$ cat src/rtl/hbmon_pkg.sv
// Package: shared count type for the heartbeat rate monitor.
// Assumes every source uses the same count width.
package hbmon_pkg;
    localparam int HB_CNT_W = 8;
    localparam logic [HB_CNT_W-1:0] HB_CNT_MAX = {HB_CNT_W{1'b1}};
    typedef logic [HB_CNT_W-1:0] hb_cnt_t;
endpackage

$ cat src/rtl/hb_counter.sv
// Module: saturating heartbeat counter for one source.
// On restart the count takes the value of a beat in the same cycle, so
// that beat lands in the next period. Assumes beat is a one-cycle strobe.
module hb_counter
    import hbmon_pkg::*;
(
    input  logic    clk,
    input  logic    rst_n,
    input  logic    beat,
    input  logic    restart,
    output hb_cnt_t cnt
);
    // Count beats, saturate at the maximum, restart after a kick.
    always_ff @(posedge clk) begin
        if (!rst_n)
            cnt <= '0;
        else if (restart)
            cnt <= beat ? hb_cnt_t'(1) : '0;
        else if (beat && cnt != HB_CNT_MAX)
            cnt <= cnt + 1'b1;
    end

    AST_INC_ONE: assert property (@(posedge clk) disable iff (!rst_n)
        (beat && !restart && cnt != HB_CNT_MAX) |=> cnt == hb_cnt_t'($past(cnt) + 1'b1));
    AST_SAT_HOLD: assert property (@(posedge clk) disable iff (!rst_n)
        (cnt == HB_CNT_MAX && !restart) |=> cnt == HB_CNT_MAX);
endmodule

$ cat src/rtl/hb_window.sv
// Module: exclusive window compare for one source's count.
// Assumes LO < HI; a count equal to either bound is out of range.
module hb_window
    import hbmon_pkg::*;
#(
    parameter hb_cnt_t LO = hb_cnt_t'(0),
    parameter hb_cnt_t HI = hb_cnt_t'(2)
) (
    input  hb_cnt_t cnt,
    output logic    in_win
);
    // Pass only when strictly between the two bounds.
    always_comb in_win = (cnt > LO) && (cnt < HI);
endmodule

$ cat src/rtl/hb_verdict.sv
// Module: per-period verdict register.
// On a tick it registers the kick pulse, the error level and the
// per-source fail bits. It also tells the counters to restart when the
// check passes. Assumes period_tick is a one-cycle strobe.
module hb_verdict #(
    parameter int N_SRC = 3
) (
    input  logic             clk,
    input  logic             rst_n,
    input  logic             period_tick,
    input  logic             sys_ok,
    input  logic [N_SRC-1:0] in_win,
    output logic             restart,
    output logic             kick,
    output logic             err,
    output logic [N_SRC-1:0] fail_vec
);
    logic all_pass;

    // Combined pass condition for the current check.
    always_comb begin
        all_pass = sys_ok && (&in_win);
        restart  = period_tick && all_pass;
    end

    // Register the verdict; kick is a single-cycle pulse, flags hold.
    always_ff @(posedge clk) begin
        if (!rst_n) begin
            kick     <= 1'b0;
            err      <= 1'b0;
            fail_vec <= '0;
        end else if (period_tick) begin
            kick     <= all_pass;
            err      <= !all_pass;
            fail_vec <= ~in_win;
        end else begin
            kick     <= 1'b0;
        end
    end

    AST_KICK_NEEDS_TICK_OK: assert property (@(posedge clk) disable iff (!rst_n)
        kick |-> ($past(period_tick) && $past(sys_ok)));
    AST_KICK_ERR_EXCL: assert property (@(posedge clk) disable iff (!rst_n)
        !(kick && err));
    AST_FAIL_FLAGS_ERR: assert property (@(posedge clk) disable iff (!rst_n)
        (|fail_vec) |-> err);
endmodule

$ cat src/rtl/hb_rate_monitor.sv
// Module: top of the multi-source heartbeat rate monitor.
// It has one counter and one window per source, plus a shared verdict.
// Bounds are packed with source 0 in the least significant byte.
// Assumes synchronous inputs and one-cycle beat and tick strobes.
module hb_rate_monitor
    import hbmon_pkg::*;
#(
    parameter int N_SRC = 3,
    parameter logic [N_SRC*HB_CNT_W-1:0] LO_BOUNDS = {8'd6,  8'd8,  8'd18},
    parameter logic [N_SRC*HB_CNT_W-1:0] HI_BOUNDS = {8'd10, 8'd12, 8'd22}
) (
    input  logic             clk,
    input  logic             rst_n,
    input  logic [N_SRC-1:0] beat,
    input  logic             sys_ok,
    input  logic             period_tick,
    output logic             kick,
    output logic             err,
    output logic [N_SRC-1:0] fail_vec
);
    logic             restart;
    logic [N_SRC-1:0] in_win;
    hb_cnt_t          cnt [N_SRC];

    // One counter and one window per source.
    for (genvar i = 0; i < N_SRC; i++) begin : g_src
        localparam hb_cnt_t LO_I = LO_BOUNDS[i*HB_CNT_W +: HB_CNT_W];
        localparam hb_cnt_t HI_I = HI_BOUNDS[i*HB_CNT_W +: HB_CNT_W];

        hb_counter i_cnt (
            .clk     (clk),
            .rst_n   (rst_n),
            .beat    (beat[i]),
            .restart (restart),
            .cnt     (cnt[i])
        );

        hb_window #(.LO(LO_I), .HI(HI_I)) i_win (
            .cnt    (cnt[i]),
            .in_win (in_win[i])
        );

        AST_CLEARED_AFTER_KICK: assert property (@(posedge clk) disable iff (!rst_n)
            kick |-> (cnt[i] <= hb_cnt_t'(1)));
    end

    hb_verdict #(.N_SRC(N_SRC)) i_verdict (
        .clk         (clk),
        .rst_n       (rst_n),
        .period_tick (period_tick),
        .sys_ok      (sys_ok),
        .in_win      (in_win),
        .restart     (restart),
        .kick        (kick),
        .err         (err),
        .fail_vec    (fail_vec)
    );
endmodule

$ cat config.mk
export PLATFORM = sky130hd
export DESIGN_NAME = hb_rate_monitor
export DESIGN_NICKNAME = d
export VERILOG_FILES = /design/src/rtl/hbmon_pkg.sv /design/src/rtl/hb_counter.sv /design/src/rtl/hb_window.sv /design/src/rtl/hb_verdict.sv /design/src/rtl/hb_rate_monitor.sv
export SDC_FILE = /design/constraint.sdc
export NUM_CORES = 1
export LEC_CHECK = 0
export CAP_MARGIN = 20
export CORE_MARGIN = 2
export CORE_UTILIZATION = 51
export CTS_CLUSTER_SIZE = 20
export DETAILED_ROUTE_END_ITERATION = 8
export PLACE_DENSITY = 0.79
export SLEW_MARGIN = 5
export SYNTH_ARGS = -nofsm -noshare
export SYNTH_HDL_FRONTEND = slang
export SYNTH_HIERARCHICAL = 1
export SYNTH_SLANG_ARGS = --single-unit
$ cat constraint.sdc
create_clock -name clk -period 2 [get_ports clk]
set_clock_uncertainty 0.1 [all_clocks]
set_input_delay 0.5 -clock clk [delete_from_list [all_inputs] [get_ports clk]]
set_output_delay 0.5 -clock clk [all_outputs]
set_load 0.03 [all_outputs]
==> impl_metrics.ini <==
[status]
status = finished, violations left
violations = setup timing

[routing]
drt_wl_total_mm = 4.76
wl_met3_um = 284
met1_length_mm = 1.95
ant_nets = 0
first_pass_iters = 4
drtIter0Drc = 155
route.met2.wl_mm = 2.40
wl_per_cell_um = 18.1
vias = 1718
drc_errors = 0
vias_per_cell = 6.53
highest_layer = met4

[yosys]
synth_fa_ha_area_frac = 0.0243
async_flop_share = 0
synth_top_family_by_area = simple AND/OR/NAND/NOR gates
yosysWarnings = 6
synth.distinct_cells = 37
muxShareOfSynthArea = 0.0388
synth_seq_cells = 29
synth_simple_gate_area_frac = 0.301
synth-edff-count = 0
yosys.area.top_type_share = 0.375
synth_largest_area_cell = dfxtp_1
yosys-top-cells-area = dfxtp_1 (38%), o21ai_0 (4.5%), mux2i_1 (3.9%)
synth-compound-area-share = 0.231
ys_seq_area_frac = 0.375
synth_nets = 184
synth-xor-area-share = 0
yosys_most_used_dff = dfxtp_1
synth_cells = 174
syn_area_per_cell_um2 = 8.89
synth_area_um2 = 1550

[placed_design]
post-place-ws_ns = -0.271
port_buffers = 11
placed_cell_area_um2 = 1930
place_congestion = 0.958
dp_hpwl_mm = 2.95

[sta]
relSlewSlack = 0.622
rsz0062_at_grt = yes
slew_violations = 0
setup_viol = 24
worst_slack_ns = -0.171
tightest_slew_ns = 0.552
fin_crit_ns = 2.17
hold_violations = 0
hold_slack_ns = 0.391
clock.fmax_mhz = 461
min_period_over_period = 1.09

[setup_path]
setup.worst_path.start_class = register
critical_path.slowest_cell = or4b_4
worst-path-max-fanout = 5
crit_chain = or4b_4 -> nor4_4 -> and4_1 -> and2_4 -> buf_4 -> buf_6 -> nand2b_4 -> o41ai_1
critical_path_class = register to register
r2r_slack_ns = -0.17
arrival_ns = 2.30
cp_data_required_time_ns = 2.13
max_stage_delay_ns = 0.54
cp-end-kind = register

[flow_run]
cap_violations = 0

[pwr]
power_density_nw_per_um2 = 516
total_power_uw = 1170
peakVddDrop_uv = 409
p_leak_uw = 0.000871

[floorplan]
rows = 19
die_y_um = 59.1
coreArea_um2 = 2830
ios = 12
die_w_um = 59.1
die-area_um2 = 3490
start_util = 0.547

[grt]
grtUsageTotal = 0.277
grt_max_degree = 12
antenna_found_initial = 0
grt_pass1_vias = 1609
grt_pass1_wl_mm = 7.33
grt-ovfl-total = 0

[clocking]
clockBufferDepth = 2
cts_hold_repair.buffers = 0
root_buffer = clkbuf_4
clk_pin_slew_ns = 0.10
clock_latency_ns = 0.34
cts.sinks = 29
tritoncts = done
cts_buffers = 5
ctsHtreeMaxLevel = 2

[hold_path]
min_path_type = register to register

[finish]
layout-drive-gt1-share = 0.392
syn_to_final_growth_pct = 47.0
layout.nets = 241
n_antenna_cell = 0
fin_util = 0.804
fin_area_um2 = 2270
-- placed cells by master (no fill, tap or decap), types with 4 or more instances in the layout --
cell type	instances
nand3_1	6
nor3b_2	4
mux2i_1	6
inv_1	12
a211oi_2	4
a21oi_1	5
buf_4	34
nor4_1	6
clkdlybuf4s50_1	9
clkbuf_4	5
o31a_1	6
dfxtp_1	26
nand2_1	11
and3_1	4
nand2_2	6
buf_6	4
o21ai_0	9
nand2b_4	6
-- per-stage QoR --
step | std cells | setup TNS [ns]
after floorplan | 174 | -0.117
after global placement | 247 | -3.09
after detailed placement | 247 | -3.80
after CTS | 262 | -2.83
after global routing | 263 | -4.39
final | 263 | -2.62
-- worst paths after layout --
kind                                 startpoint  cells past startpoint                                 end
max          g_src[1].i_cnt/cnt[5]$_SDFFE_PN0P_                      8  g_src[1].i_cnt/cnt[4]$_SDFFE_PN0P_
min          i_verdict/fail_vec[2]$_SDFFE_PN0P_                      1  i_verdict/fail_vec[2]$_SDFFE_PN0P_
max reg2reg  g_src[1].i_cnt/cnt[5]$_SDFFE_PN0P_                      8  g_src[1].i_cnt/cnt[4]$_SDFFE_PN0P_
min reg2reg  i_verdict/fail_vec[2]$_SDFFE_PN0P_                      1  i_verdict/fail_vec[2]$_SDFFE_PN0P_
-- routing by layer --
metal,GRT usage,vias to the layer above
met5,0,-
met4,0.107,0
met3,0.0590,19
met2,0.473,83
met1,0.339,816
li1,-,800
-- power breakdown --
part	internal, µW	switching, µW
Combinational	74.6	79.7
Clock	203	207
Sequential	593	15.6
-- cells in the mapped netlist, types with 4 or more instances --
master	count
a21oi_1	5
and3_1	4
dfxtp_1	29
inv_1	12
mux2i_1	6
nand2_1	14
nand2b_1	7
nand3_1	6
nor2b_1	6
nor3b_1	6
nor4_1	9
o21ai_0	14
o31a_1	6
-- flip-flops by register name, summed over array words and instances (netlist names) --
name,flops
g_src.i_cnt/cnt,24
i_verdict/err,1
i_verdict/fail_vec,3
i_verdict/kick,1
-- cell families (layout without fill, tap and decap cells) --
kind of cell               after synthesis  after routing
buffers and inverters                   12             69
adders and majority gates                3              3
DFF                                     29             29
AOI/OAI and AO/OA                       50             50
muxes                                    6              6
and+or+nand+nor                         74             75
-- critical path: cells and delay by family, from the launching register on --
kind                   cells  cell delay [ns]
buffers and inverters      2             0.22
AND/OR/NAND/NOR            5             1.34
flip-flops                 1             0.33
AO/OA/AOI/OAI              1             0.08
-- layout make-up --
class | instances | area [µm²]
Clock inverter | 1 | 5.00
Clock buffer | 7 | 65.1
Fill cell | 165 | 556
Timing Repair Buffer | 49 | 415
Multi-Input combinational cell | 134 | 1120
Tap cell | 31 | 38.8
Sequential cell | 29 | 584
Inverter | 12 | 45.0
-- repair_timing --
item                                    4_1_cts  5_1_grt
hold endpoints to repair                      0        0
gates cloned                                  1        0
gates resized for setup                      38       16
pin swaps                                     7        3
setup buffers                                 6        1
endpoints found under the setup margin       24       28
(Power assumes the default switching activity.)
